$ cat src/rtl/lcdseq_pkg.sv
`timescale 1ns/1ps
package lcdseq_pkg;
  parameter int NUM_PINS = 40;
  parameter int MAX_ROWS = 8;
  parameter int NUM_BANKS = 2;
  parameter int LVL_W = 3;
  localparam int ROW_W = $clog2(MAX_ROWS);
  localparam int CNT_W = ROW_W + 1;

  typedef enum logic [LVL_W-1:0] {
    LVL_GND    = 3'd0,
    LVL_V1     = 3'd1,
    LVL_V2     = 3'd2,
    LVL_V3     = 3'd3,
    LVL_SUPPLY = 3'd4
  } level_e;

  // strobes from the scan control to the drive datapath
  typedef struct packed {
    logic [ROW_W-1:0] row;
    logic [CNT_W-1:0] rowCount;
    logic             bank;
    logic             pol;
    logic             colOnly;
  } scanCtl_t;

  function automatic logic [CNT_W-1:0] ratioOf(input logic [1:0] code);
    case (code)
      2'd0:    ratioOf = CNT_W'(2);
      2'd1:    ratioOf = CNT_W'(4);
      default: ratioOf = CNT_W'(MAX_ROWS);
    endcase
  endfunction
endpackage

$ cat src/rtl/lcdseq_ctrl.sv
`timescale 1ns/1ps
module lcdseq_ctrl
  import lcdseq_pkg::*;
(
  input  logic       clk,
  input  logic       rstN,
  input  logic       frRef,
  input  logic [1:0] muxSel,
  input  logic       colOnly,
  input  logic       bankReq,
  output scanCtl_t   ctl
);
  logic             frQ;
  logic [ROW_W-1:0] rowQ;
  logic             bankQ;
  logic [CNT_W-1:0] cntQ;
  logic [CNT_W-1:0] cntReq;
  logic             modeChg;
  logic             frRise;
  logic             rowLast;

  assign cntReq  = ratioOf(muxSel);
  assign modeChg = (cntReq != cntQ);
  assign frRise  = frRef && !frQ;
  assign rowLast = ({1'b0, rowQ} == (cntQ - CNT_W'(1)));

  always_ff @(posedge clk or negedge rstN) begin
    if (!rstN) begin
      frQ   <= 1'b0;
      rowQ  <= '0;
      bankQ <= 1'b0;
      cntQ  <= CNT_W'(2);
    end else begin
      frQ  <= frRef;
      cntQ <= cntReq;
      if (modeChg) begin
        rowQ <= '0;
      end else if (frRise) begin
        if (rowLast) begin
          rowQ  <= '0;
          bankQ <= bankReq;
        end else begin
          rowQ <= rowQ + ROW_W'(1);
        end
      end
    end
  end

  always_comb begin
    ctl          = '0;
    ctl.row      = rowQ;
    ctl.rowCount = cntQ;
    ctl.bank     = bankQ;
    ctl.pol      = frQ;
    ctl.colOnly  = colOnly;
  end

  assert_row_bound_R1: assert property (@(posedge clk) disable iff (!rstN)
    {1'b0, rowQ} < cntQ);
  assert_row_wrap_R3: assert property (@(posedge clk) disable iff (!rstN)
    (frRise && !modeChg && rowLast) |=> (rowQ == '0));
  assert_row_hold_R3: assert property (@(posedge clk) disable iff (!rstN)
    (!frRise && !modeChg) |=> $stable(rowQ));
  assert_mode_restart_R4: assert property (@(posedge clk) disable iff (!rstN)
    modeChg |=> (rowQ == '0));
  assert_bank_boundary_R5: assert property (@(posedge clk) disable iff (!rstN)
    (bankQ != $past(bankQ)) |-> (rowQ == '0));
endmodule

$ cat src/rtl/lcdseq_pin_drive.sv
`timescale 1ns/1ps
module lcdseq_pin_drive
  import lcdseq_pkg::*;
#(
  parameter int PIN = 0
) (
  input  logic             clk,
  input  logic             rstN,
  input  scanCtl_t         ctl,
  input  logic             pixel,
  input  logic             blank,
  input  logic             allOn,
  output logic [LVL_W-1:0] level
);
  logic isRow;
  logic rowSel;
  logic colOn;

  assign isRow  = !ctl.colOnly && (int'(ctl.rowCount) > PIN);
  assign rowSel = (int'(ctl.row) == PIN);
  assign colOn  = !blank && (allOn || pixel);

  always_comb begin
    if (isRow) begin
      if (ctl.pol) level = rowSel ? LVL_SUPPLY : LVL_V2;
      else         level = rowSel ? LVL_GND    : LVL_V1;
    end else begin
      if (ctl.pol) level = colOn ? LVL_GND    : LVL_V1;
      else         level = colOn ? LVL_SUPPLY : LVL_V2;
    end
  end

  assert_code_legal_R11: assert property (@(posedge clk) disable iff (!rstN)
    (level == LVL_GND) || (level == LVL_V1) || (level == LVL_V2) || (level == LVL_SUPPLY));
  assert_col_only_R2: assert property (@(posedge clk) disable iff (!rstN)
    (ctl.colOnly && !ctl.pol) |-> ((level == LVL_SUPPLY) || (level == LVL_V2)));
  assert_blank_off_R9: assert property (@(posedge clk) disable iff (!rstN)
    (blank && ctl.colOnly) |-> ((level == LVL_V1) || (level == LVL_V2)));
endmodule

$ cat src/rtl/lcdseq_datapath.sv
`timescale 1ns/1ps
module lcdseq_datapath
  import lcdseq_pkg::*;
(
  input  logic                      clk,
  input  logic                      rstN,
  input  scanCtl_t                  ctl,
  input  logic                      blank,
  input  logic                      allOn,
  input  logic                      wrEn,
  input  logic                      wrBank,
  input  logic [ROW_W-1:0]          wrAddr,
  input  logic [NUM_PINS-1:0]       wrData,
  output logic [NUM_PINS*LVL_W-1:0] levels
);
  logic [NUM_PINS-1:0] mem [NUM_BANKS][MAX_ROWS];
  logic [NUM_PINS-1:0] word;

  always_ff @(posedge clk or negedge rstN) begin
    if (!rstN) begin
      for (int b = 0; b < NUM_BANKS; b++)
        for (int r = 0; r < MAX_ROWS; r++)
          mem[b][r] <= '0;
    end else if (wrEn) begin
      mem[wrBank][wrAddr] <= wrData;
    end
  end

  assign word = mem[ctl.bank][ctl.row];

  for (genvar k = 0; k < NUM_PINS; k++) begin : g_pin
    lcdseq_pin_drive #(.PIN(k)) u_drive (
      .clk   (clk),
      .rstN  (rstN),
      .ctl   (ctl),
      .pixel (word[k]),
      .blank (blank),
      .allOn (allOn),
      .level (levels[k*LVL_W +: LVL_W])
    );
  end

  assert_all_on_R10: assert property (@(posedge clk) disable iff (!rstN)
    (allOn && !blank && ctl.colOnly) |->
      (levels[(NUM_PINS-1)*LVL_W +: LVL_W] == (ctl.pol ? LVL_GND : LVL_SUPPLY)));
endmodule

$ cat src/rtl/lcd_mux_scanner.sv
`timescale 1ns/1ps
module lcd_mux_scanner
  import lcdseq_pkg::*;
(
  input  logic                      clk,
  input  logic                      rstN,
  input  logic                      frRef,
  input  logic [1:0]                muxSel,
  input  logic                      colOnly,
  input  logic                      bankReq,
  input  logic                      blankCmd,
  input  logic                      allOnCmd,
  input  logic                      wrEn,
  input  logic                      wrBank,
  input  logic [ROW_W-1:0]          wrAddr,
  input  logic [NUM_PINS-1:0]       wrData,
  output logic [NUM_PINS*LVL_W-1:0] segLevel
);
  scanCtl_t scanCtl;

  lcdseq_ctrl u_ctrl (
    .clk     (clk),
    .rstN    (rstN),
    .frRef   (frRef),
    .muxSel  (muxSel),
    .colOnly (colOnly),
    .bankReq (bankReq),
    .ctl     (scanCtl)
  );

  lcdseq_datapath u_dp (
    .clk    (clk),
    .rstN   (rstN),
    .ctl    (scanCtl),
    .blank  (blankCmd),
    .allOn  (allOnCmd),
    .wrEn   (wrEn),
    .wrBank (wrBank),
    .wrAddr (wrAddr),
    .wrData (wrData),
    .levels (segLevel)
  );
endmodule

$ cat config.mk
export PLATFORM = sky130hd
export DESIGN_NAME = lcd_mux_scanner
export DESIGN_NICKNAME = d
export VERILOG_FILES = /design/src/rtl/lcdseq_pkg.sv /design/src/rtl/lcdseq_ctrl.sv /design/src/rtl/lcdseq_pin_drive.sv /design/src/rtl/lcdseq_datapath.sv /design/src/rtl/lcd_mux_scanner.sv
export SDC_FILE = /design/constraint.sdc
export NUM_CORES = 1
export LEC_CHECK = 0
export ABC_AREA = 1
export BUFFER_PORTS_ARGS = -buffer_cell sky130_fd_sc_hd__buf_2
export CORE_MARGIN = 1.5
export CORE_UTILIZATION = 50
export CTS_CLUSTER_DIAMETER = 100
export DETAILED_ROUTE_END_ITERATION = 16
export GPL_TIMING_DRIVEN = 0
export PLACE_DENSITY = 0.7
export SETUP_SLACK_MARGIN = 0.2
export SKIP_LAST_GASP = 1
export SYNTH_ARGS = -nofsm -noshare
export SYNTH_HDL_FRONTEND = slang
export SYNTH_SLANG_ARGS = --single-unit
$ cat constraint.sdc
create_clock -name clk -period 1.7 [get_ports clk]
set_input_delay 0 -clock clk [delete_from_list [all_inputs] [get_ports clk]]
set_output_delay 0 -clock clk [all_outputs]
set_load 0.02 [all_outputs]
* Yosys cells after proc, flatten, opt, wreduce, memory -nomap -nowiden
Index checks and enable logic that the tools add are counted.
Cells by class: bitwise logic cells 5, mux-type cells 175, $lt $le $gt $ge 21, equality and inequality tests 10, reductions and logical operators 105, $add $sub $neg 2
Operator list (number):
- 320-bit two-way mux | 4
- 640-bit bitwise mux | 1
- 3-bit two-way mux | 114
- 320-bit demux with 1-bit select | 1
- 40-bit binary-select mux with 3-bit select | 1
- 40-bit demux with 3-bit select | 1
- 40-bit two-way mux | 3
- 1-bit logical AND | 58
- 1-bit two-way mux | 48
- 1-bit logical OR | 40
- 4-bit > comparator (second input constant) | 7
- 4-bit by 3-bit > comparator with 1-bit output (second input constant) | 4
- 3-bit == test (second input constant) | 4
- 4-bit >= comparator (second input constant) | 2
- 4-bit by 1-bit > comparator with 1-bit output (second input constant) | 2
- 4-bit by 2-bit > comparator with 1-bit output (second input constant) | 2
- 3-bit NOT with 4-bit output | 2
- 4-bit one-hot mux with 2 select lines | 1
- 3-bit by 2-bit == test with 1-bit output (second input constant) | 2
- 3-bit by 4-bit == test with 1-bit output | 1
- 2-bit >= comparator (second input constant) | 2
- 4-bit by 1-bit less-than comparator with 1-bit output (second input constant) | 1
- 4-bit inequality test | 1
- 1-bit NOT with 2-bit output | 2
- other kinds (12) | 14
Storage, ports and cells: word-level logic and storage cells 338, register bits after elaboration 649, input port bits 54, output and inout bits 120

* Longest topological paths before layout
Gate-level depths: netlist (run 1).
depth in word-level cells 12, gate-level depth with buffers 13, depth with buffers taken out 12

* Hierarchy
Synthesis (run 1) repeated with hierarchy kept, for this count alone.
Unflattened totals: cells, all modules 4645, area, all modules 33180.6 um^2
Modules (own cells, without submodules):
- lcdseq_datapath | sequential area each 16015.4 um^2, area an instance 30578.1 um^2, cells an instance 4104, instances 1
- lcdseq_pin_drive at u_dp.g_pin[15].u_drive ... | sequential area each 0.0 um^2, area an instance 26.3 um^2, cells an instance 6, instances 25
- lcdseq_ctrl | sequential area each 201.4 um^2, area an instance 499.2 um^2, cells an instance 68, instances 1
- lcdseq_pin_drive at u_dp.g_pin[7].u_drive ... | sequential area each 0.0 um^2, area an instance 88.8 um^2, cells an instance 21, instances 2
- lcdseq_pin_drive at u_dp.g_pin[2].u_drive | sequential area each 0.0 um^2, area an instance 122.6 um^2, cells an instance 28, instances 1
- lcdseq_pin_drive at u_dp.g_pin[4].u_drive | sequential area each 0.0 um^2, area an instance 113.9 um^2, cells an instance 25, instances 1
- lcdseq_pin_drive at u_dp.g_pin[0].u_drive | sequential area each 0.0 um^2, area an instance 111.4 um^2, cells an instance 27, instances 1
- lcdseq_pin_drive at u_dp.g_pin[1].u_drive | sequential area each 0.0 um^2, area an instance 111.4 um^2, cells an instance 28, instances 1
- lcdseq_pin_drive at u_dp.g_pin[5].u_drive | sequential area each 0.0 um^2, area an instance 108.9 um^2, cells an instance 24, instances 1
- lcdseq_pin_drive at u_dp.g_pin[6].u_drive | sequential area each 0.0 um^2, area an instance 106.4 um^2, cells an instance 25, instances 1
- lcdseq_pin_drive at u_dp.g_pin[10].u_drive | sequential area each 0.0 um^2, area an instance 96.3 um^2, cells an instance 17, instances 1
- lcdseq_pin_drive at u_dp.g_pin[3].u_drive | sequential area each 0.0 um^2, area an instance 96.3 um^2, cells an instance 22, instances 1
- lcdseq_pin_drive at u_dp.g_pin[12].u_drive | sequential area each 0.0 um^2, area an instance 93.8 um^2, cells an instance 20, instances 1
- lcdseq_pin_drive at u_dp.g_pin[9].u_drive | sequential area each 0.0 um^2, area an instance 86.3 um^2, cells an instance 17, instances 1
- +3 rows

* Worst setup path after synthesis (run 1)
OpenSTA, ideal clock, no wires.
path type register to register, start point reg u_ctrl.cntQ[1], end point reg u_ctrl.bankQ, data required time 1.580 ns, slack 0.064 ns, clock period less this slack 1.636 ns, library setup time 0.120 ns, path buffers 0, cell stages (with the launch flop) 10, data arrival time 1.516 ns, cells stage by stage dfstp_2 inv_2 ha_1 xnor2_1 nor2_1 nand3_1 nor2_1 nand2_1 o21ai_0 inv_1
Between the ends: word-level cells in the longest chain between the ends 3, elaborated cells on any way between the ends 5, classes of those cells add/sub (1); eq/ne (2); bitwise (1); reduce/logical (1)
Ends and longest elaborated chain:
- from (decl) | line lcdseq_ctrl.sv:16 | logic [CNT_W-1:0] cntQ;
- from (signal assigned) | line lcdseq_ctrl.sv:35 | cntQ <= cntReq;
- 4-bit by 1-bit subtractor with 4-bit output or 4-bit inequality test (tied branches) | line lcdseq_ctrl.sv:25, lcdseq_ctrl.sv:23
- 3-bit by 4-bit == test with 1-bit output or 1-bit NOT (tied branches)
- 3-bit AND reduction (no source line) (*)
- to (signal assigned) | line lcdseq_ctrl.sv:41 | bankQ <= bankReq;
- to (decl) | line lcdseq_ctrl.sv:15 | logic bankQ;
Every way passes the cells marked *; elsewhere a longest branch is shown, timed or not. A chain may end at the register's enable or synchronous reset.

* Worst setup path in the final report (run 1)
start point reg u_ctrl.bankQ, end point out segLevel[57]
Between the ends: word-level cells in the longest chain between the ends 11
Ends and longest elaborated chain:
- 1-bit NOT with 2-bit output (not written as such) | line lcdseq_datapath.sv:29 | assign word = mem[ctl.bank][ctl.row];
- 320-bit two-way mux (not written as such) (3 in a row) | line lcdseq_datapath.sv:29
- 40-bit binary-select mux with 3-bit select | line lcdseq_datapath.sv:29
- 40-bit two-way mux (not written as such) (2 in a row) | line lcdseq_datapath.sv:29
- 1-bit logical OR | line lcdseq_pin_drive.sv:21 | assign colOn = !blank && (allOn || pixel);
- 1-bit logical AND | line lcdseq_pin_drive.sv:21
- 1-bit two-way mux | line lcdseq_pin_drive.sv:28 | if (ctl.pol) level = colOn ? LVL_GND : LVL_V1;
- 3-bit two-way mux | line lcdseq_pin_drive.sv:28
- to (decl) | line lcd_mux_scanner.sv:17 | output logic [NUM_PINS*LVL_W-1:0] segLevel
No other way between the ends. The select of a mux whose other input is x is not followed.

==> run_results.csv, run 1 <==
group,metric,value,unit
run_status,status,"finished, violations left",
floorplanning,die_w,252.1,um
critical_path,cp.arrival,2.68,ns
flow_run,drv_cap,1,
yosys,syn_inst,4028,
cells_and_area,fin_nets,4410,
critical_path,cp_slowest_stage_delay,0.38,ns
critical_path,rr_worst_depth,7,
run_status,violations,"hold timing, capacitance limit, slew limit, setup timing",
timing,post-route-period-util,1.576,
worst_hold_path,holdCritPathClass,"primary input to asynchronous set/reset pin",
timing,relSlewSlack,-0.01458,
detailed_routing,drc_errors,0,
power,power.density,1187,nW/um2
clock_tree,ctsLongestPathBuffers,3,
yosys,synth_simple_gate_area_frac,0.2979,
placement,hpwlAfterDp,78930,um
yosys,synth_compound_area_frac,0.1066,
cells_and_area,stdcell_area,38020,um2
detailed_routing,wire_per_inst,22.66,um
timing,hold_viol,293,
power,ir_drop,610.3,uV
detailed_routing,routed_wl,117500,um
clock_tree,cts_tree,"done",
power,power.leakage,18.35,nW
yosys,yosysWarningCount,0,
floorplanning,start_util,0.5046,
grt,grt_max_degree,117,
yosys,netlist_area,31030,um2
critical_path,crit_type,"flip-flop to output pin",
grt,groute.usage.overall,0.3632,
yosys,ys_seq_area_frac,0.5227,
clock_tree,numCtsBuffers,71,
critical_path,cp_cell_sequence,"buf_12 -> inv_16 -> buf_12 -> buf_16 -> buf_12 -> nand2_1 -> nand3_1 -> nand3_1 -> nand2_1 -> nand2_1 -> nand3_2 -> nand2_2 -> inv_2 -> nor2_1 -> buf_4",
cells_and_area,fillers,5399,
yosys,synth_nets,4093,
cells_and_area,area_growth,22.54,%
yosys,synth-seq-cells,648,
timing,slew_violations,11,
grt,grt_first_pass_wirelength,173300,um
timing,fin_crit,2.679,ns
timing,worst_slew_pin_slew,1.522,ns
timing,finalSetupTns,-106.22,ns
placement,place_area,33090,um2
critical_path,crit_family,"buffers and inverters",
timing,worst_slack,-0.9788,ns
power,fin_total_pwr,45.14,mW
critical_path,r2r_slack,-0.19,ns
detailed_routing,ant_nets,0,
critical_path,regToRegStartpoint,"u_ctrl.rowQ[2]",
yosys,synth-xor-area-share,0.0008469,
timing,setup_violations,123,
timing,hold_ws,-0.6157,ns
yosys,synthAdderAreaFrac,0.004436,
floorplanning,die-area,63550,um2
detailed_routing,drt_pass1_iterations,6,
yosys,syn_area_per_cell,7.703,um2
timing,worst_clock_skew,0.001562,ns
yosys,yosys-mux-area-fraction,0,
critical_path,cp_num_buf_inv,7,
cells_and_area,drive_gt1_frac,0.1563,
grt,grt_pass1_vias,28420,
floorplanning,core,61480,um2
critical_path,cp_slowest_cell,"dfrtp_1",
placement,gp_congestion,0.9445,
timing,rsz0062_at_grt,"yes",
clock_tree,cts_sinks,648,
grt,antenna_found_initial,1,
critical_path,cp-end-kind,"output pin",
floorplanning,die_y,252.1,um
detailed_routing,vias,30730,
yosys,synthDistinctLibCells,28,
clock_tree,insertion_delay,0.61,ns
placement,port_buffers,172,
yosys,synth_top_family_by_area,"simple AND/OR/NAND/NOR gates",
detailed_routing,drtIter0Drc,3933,
detailed_routing,vias_per_cell,5.926,
clock_tree,cts.htree.levels,3,
clock_tree,root_buffer,"clkbuf_16",
clock_tree,path_clk_slew,0.06,ns
critical_path,cp.required,1.70,ns
floorplanning,rows,91,
critical_path,start_kind,"flip-flop",
grt,grt_overflow,0,
floorplanning,io-pin-count,174,
critical_path,r2r_end,"u_ctrl.rowQ[2]",
critical_path,crit_fanout,10,
timing,max_freq,373.3,MHz
area by class of cell:
cell class	instances	area (um2)	share of cell area
clock inverter	19	241.5	0.006351
timing repair inverter	1	16.27	0.0004278
clock buffer	103	2091	0.05499
tap	790	988.4	0.02600
multi-input combinational	2936	13490	0.3549
sequential	648	16220	0.4266
timing repair buffer	243	2196	0.05776
buffer	326	2292	0.06029
antenna	1	2.502	0.00006582
inverter	118	480.5	0.01264
routing by layer:
| metal | GRT usage | part of all wire | vias up |
|---|---|---|---|
| li1 | - | - | 13690 |
| met1 | 0.4902 | 0.39 | 14860 |
| met2 | 0.5391 | 0.44 | 1849 |
| met3 | 0.1022 | 0.12 | 326 |
| met4 | 0.1779 | 0.047 | 0 |
| met5 | 0 | 0 | - |
logic make-up after synthesis:
group,count (synthesis)
AO/OA/AOI/OAI,659
XOR/XNOR,3
adder cells (fa/ha/maj),11
buffers and inverters,444
flip-flops,648
AND/OR/NAND/NOR,2263
where the power goes:
group          switching (mW)  total (mW)  internal (mW)
Clock                    6.54        15.8           9.29
Sequential               1.91        20.7           18.7
Combinational            5.29        8.66           3.37
layout by cell type, fill, tap and decap left out, types with 3 or more instances in the layout:
| cell type | count |
|---|---|
| a21oi_1 | 243 |
| buf_1 | 8 |
| buf_12 | 34 |
| buf_16 | 13 |
| buf_2 | 144 |
| buf_4 | 84 |
| buf_6 | 63 |
| buf_8 | 14 |
| bufinv_16 | 5 |
| clkbuf_1 | 166 |
| clkbuf_16 | 75 |
| clkbuf_2 | 7 |
| clkbuf_4 | 3 |
| clkbuf_8 | 13 |
| clkinv_2 | 10 |
| dfrtp_1 | 646 |
| dlygate4sd3_1 | 47 |
| ha_1 | 10 |
| inv_1 | 81 |
| inv_2 | 32 |
| nand2_1 | 1265 |
| nand2_2 | 64 |
| nand3_1 | 490 |
| nand3_2 | 66 |
| nand3_4 | 13 |
| nand4_1 | 4 |
| nor2_1 | 326 |
| nor2_2 | 22 |
| nor2_4 | 7 |
| nor3_1 | 4 |
| o21ai_0 | 409 |
per-stage QoR:
stage / hold WS [ns] / setup WS, ns / std cells / utilization
6_report: -0.6157 / -0.9788 / 5185 / 0.6184
5_1_grt: -0.5630 / -1.036 / 5185 / 0.6184
4_1_cts: -0.6010 / -0.8705 / 5180 / 0.6096
3_5_place_dp: 0.03980 / -0.9084 / 4996 / 0.5383
3_3_place_gp: 0.1275 / -13.26 / 4990 / 0.5354
2_1_floorplan: -0.2956 / 0.1150 / 4028 / -
worst max path at each step:
stage / startpoint / to / cells past startpoint
2_1_floorplan: u_ctrl.rowQ[0] / segLevel[45] / 12
3_3_place_gp: rstN / u_dp.mem[464] / 1
3_5_place_dp: u_ctrl.rowQ[2] / segLevel[45] / 9
4_1_cts: u_ctrl.bankQ / segLevel[7] / 13
5_1_grt: u_ctrl.bankQ / segLevel[57] / 15
6_report: u_ctrl.bankQ / segLevel[57] / 15
what timing repair did:
item | 4_1_cts | 5_1_grt
setup buffers | 8 | 1
gates resized for setup | 381 | 135
endpoints found under the hold margin | 512 | 85
endpoints found under the setup margin | 124 | 141
cloned | 9 | 1
pin swaps | 34 | 25
hold buffers | 45 | 2
sequential cells by signal, summed over array words and instances, names as in the netlist:
| register | flops |
|---|---|
| u_dp.mem | 640 |
| u_ctrl.cntQ | 3 |
| u_ctrl.rowQ | 3 |
| u_ctrl.bankQ | 1 |
| u_ctrl.frQ | 1 |
synth_stat cells (all sizes together):
cell type     n  area [um2]
o211ai        1       7.510
inv         117       444.2
nand2      1331        4996
dfrtp       647       16190
nand4         4       25.02
a31oi         1       6.260
xnor2         2       17.52
clkinv        1       3.750
ha           11       137.6
a22oi         1       7.510
xor2          1       8.760
buf         165        1045
dfstp         1       26.28
o21a          1       7.510
nor3          4       20.02
clkbuf      161       604.3
o21ai       412        2062
a21oi       243        1216
nor2        355        1353
nand3       569        2848
Note: power is estimated with default switching activity, not from simulation.
==> run 2, diff against run 1 <==
--- a/config.mk
+++ b/config.mk
@@ -5,7 +5,7 @@
 export SDC_FILE = /design/constraint.sdc
 export NUM_CORES = 1
 export LEC_CHECK = 0
-export ABC_AREA = 1
+export ABC_AREA = 0
 export BUFFER_PORTS_ARGS = -buffer_cell sky130_fd_sc_hd__buf_2
 export CORE_MARGIN = 1.5
 export CORE_UTILIZATION = 50
==> run_results.csv, run 2 <==
group,metric,value,unit
placement,place_area,34790,um2
floorplanning,core,61600,um2
clock_tree,root_buffer,"clkbuf_16",
cells_and_area,stdcell_area,39990,um2
yosys,synth-xor-area-share,0.002252,
cells_and_area,mostFrequentLayoutCells,"dfrtp_1 (646), mux2_2 (640), buf_2 (135)",
critical_path,worst_path_most_repeated_cell,"buf_12",
critical_path,crit_type,"flip-flop to output pin",
clock_tree,postCtsHoldBufs,45,
timing,hold_ws,-0.6781,ns
yosys,synthDistinctLibCells,56,
floorplanning,io-pin-count,174,
clock_tree,insertion_delay,0.61,ns
timing,relSlewSlack,0.2346,
timing,setup_violations,123,
grt,grt_max_degree,125,
critical_path,cp_cell_sequence,"buf_12 -> buf_12 -> buf_16 -> buf_12 -> mux2i_1 -> a22oi_1 -> a21oi_2 -> nor3_2 -> o31ai_4 -> buf_6",
floorplanning,die_y,252.4,um
timing,worst_slew_pin_slew,1.148,ns
timing,post-route-period-util,1.651,
timing,fin_crit,2.806,ns
yosys,synth_area_leaders,"dfrtp_1 (52%), mux2_2 (23%), mux4_2 (8.5%), mux2i_1 (3.9%), a22oi_1 (2.0%)",
run_status,status,"finished, violations left",
yosys,synthArstFlopShare,1.000,
clock_tree,cts.htree.levels,3,
yosys,synth_edf_count,0,
timing,worst_clock_skew,0.008213,ns
yosys,yosysWarningCount,0,
detailed_routing,ant_nets,0,
yosys,ys.flop_type,"dfrtp_1",
detailed_routing,drtIter0Drc,1713,
grt,groute.usage.overall,0.3006,
timing,slew_violations,0,
cells_and_area,regMostFlops,"u_dp.mem",
detailed_routing,vias,21120,
detailed_routing,drt_pass1_iterations,5,
yosys,synth_top_area_cell,"dfrtp_1",
timing,finalSetupTns,-119.68,ns
floorplanning,die-area,63720,um2
timing,worst_slack,-1.106,ns
yosys,ys_seq_area_frac,0.5213,
yosys,synth_top_family_by_area,"multiplexers",
floorplanning,rows,91,
critical_path,cp_slowest_stage_delay,0.37,ns
cells_and_area,largest_reg_flops,640,
grt,antenna_found_initial,4,
critical_path,cp-end-kind,"output pin",
timing,rsz0062_at_grt,"yes",
detailed_routing,drc_errors,0,
yosys,synth_compound_area_frac,0.04613,
yosys,yosys-top-cells-count,"dfrtp_1 (647), mux2_2 (641), mux2i_1 (122)",
yosys,synth_nets,2220,
cells_and_area,fin_nets,2611,
yosys,yosys-mux-area-fraction,0.3626,
cells_and_area,drive_gt1_frac,0.5897,
worst_hold_path,holdCritPathClass,"primary input to asynchronous set/reset pin",
power,ir_drop,921.9,uV
power,power.leakage,16.62,nW
timing,max_freq,356.3,MHz
cells_and_area,final_common_cell,"dfrtp_1",
grt,grt_overflow,0,
cells_and_area,area_growth,28.56,%
clock_tree,path_clk_slew,0.06,ns
floorplanning,die_w,252.4,um
yosys,synthAdderAreaFrac,0.004424,
floorplanning,start_util,0.5050,
clock_tree,ctsLongestPathBuffers,3,
critical_path,cp.arrival,2.81,ns
critical_path,cp.required,1.70,ns
placement,hpwlAfterDp,62150,um
critical_path,start_kind,"flip-flop",
yosys,netlist_area,31110,um2
placement,port_buffers,173,
critical_path,cp_slowest_cell,"dfrtp_1",
placement,gp_congestion,0.8626,
yosys,syn_inst,2155,
yosys,yosys.area.top_type_share,0.5205,
power,power.density,1145,nW/um2
yosys,syn_area_per_cell,14.44,um2
grt,grt_first_pass_wirelength,141400,um
detailed_routing,vias_per_cell,6.157,
run_status,violations,"hold timing, setup timing",
yosys,synth_simple_gate_area_frac,0.02795,
clock_tree,numCtsBuffers,69,
cells_and_area,reg.largest.list,"u_dp.mem x640, u_ctrl.cntQ x3, u_ctrl.rowQ x3",
clock_tree,cts_sinks,648,
timing,hold_viol,270,
cells_and_area,utilization,0.6493,
power,fin_total_pwr,45.80,mW
yosys,synth_most_common_cell,"dfrtp_1",
flow_run,drv_cap,0,
grt,grt_pass1_vias,22140,
yosys,synth-seq-cells,648,
critical_path,crit_fanout,8,
detailed_routing,wire_per_inst,28.37,um
detailed_routing,routed_wl,97320,um
clock_tree,cts_tree,"done",
==> run 2: cell count changes after synthesis, sizes merged, moves of 107 or more <==
cell	change
mux2i	+122
inv	-107
nor2	-305
nand3	-562
a21oi	-203
mux2	+641
o21ai	-398
nand2	-1249
mux4	+125
==> run 2: final cells by class <==
| type | instances | area [um2] |
|---|---|---|
| antenna | 2 | 5.005 |
| fill | 4349 | 21600 |
| inverter | 10 | 58.81 |
| tap | 837 | 1047 |
| sequential | 648 | 16220 |
| clock buffer | 103 | 2007 |
| timing repair buffer | 321 | 3068 |
| buffer | 195 | 1568 |
| multi-input combinational | 1301 | 15830 |
| clock inverter | 13 | 196.4 |
==> run 2: timing repair <==
item | in CTS | in global routing
setup endpoints to repair | 339 | 401
pin swaps | 21 | 54
hold endpoints to repair | 344 | 270
gates resized for setup | 180 | 164
buffers inserted | 46 | 33
gates cloned | 2 | 16
==> run 2: where the power goes <==
part,internal (mW),switching (mW),leakage [nW],total [mW]
Combinational,5.52,4.43,7.59,9.95
Clock,8.88,6.15,1.08,15.0
Sequential,19.0,1.84,7.95,20.8
==> run 2: final timing paths <==
path                                     start       endpoint  slack (ns)  cells after the start
min in group clk                         frRef     u_ctrl.frQ        0.08                      2
worst min-delay path                      rstN   u_dp.mem[93]       -0.68                      1
worst max register to register  u_ctrl.cntQ[2]   u_ctrl.bankQ       -0.32                      9
worst min register to register   u_dp.mem[632]  u_dp.mem[632]        0.50                      1
max in group asynchronous                 rstN  u_dp.mem[513]        0.61                      5
worst max-delay path              u_ctrl.bankQ   segLevel[30]       -1.11                     10
==> run 2: worst max-delay path, delay by kind of cell, from the launching register on <==
family	cells	cell delay, ns
compound gates	3	0.66
buf+inv	5	0.82
simple gates	1	0.11
mux	1	0.22
flops	1	0.37
==> run 2: routing by layer <==
| metal | global-route usage | vias to the layer above | routed length, um |
|---|---|---|---|
| met4 | 0.1032 | 6 | 2927 |
| li1 | - | 8841 | - |
| met2 | 0.4751 | 739 | 46160 |
| met1 | 0.4144 | 11350 | 41440 |
| met5 | 0 | - | 37 |
| met3 | 0.06282 | 187 | 6761 |
==> run 2: cells by family after synthesis <==
kind of cell / count (synthesis)
and+or+nand+nor: 194
adders and majority gates: 11
buffers and inverters: 206
AOI/OAI and AO/OA: 200
muxes: 888
xor gates and xnor gates: 8
DFF: 648
==> run 2: per-stage QoR <==
| stage | hold WS (ns) | worst slack (ns) | cells |
|---|---|---|---|
| 2_1_floorplan | -0.2956 | -0.1192 | 2155 |
| 3_3_place_gp | 0.1385 | -12.17 | 3165 |
| 3_5_place_dp | 0.08602 | -1.106 | 3171 |
| 4_1_cts | -0.5528 | -1.092 | 3379 |
| 5_1_grt | -0.6415 | -1.152 | 3429 |
| 6_report | -0.6781 | -1.106 | 3430 |
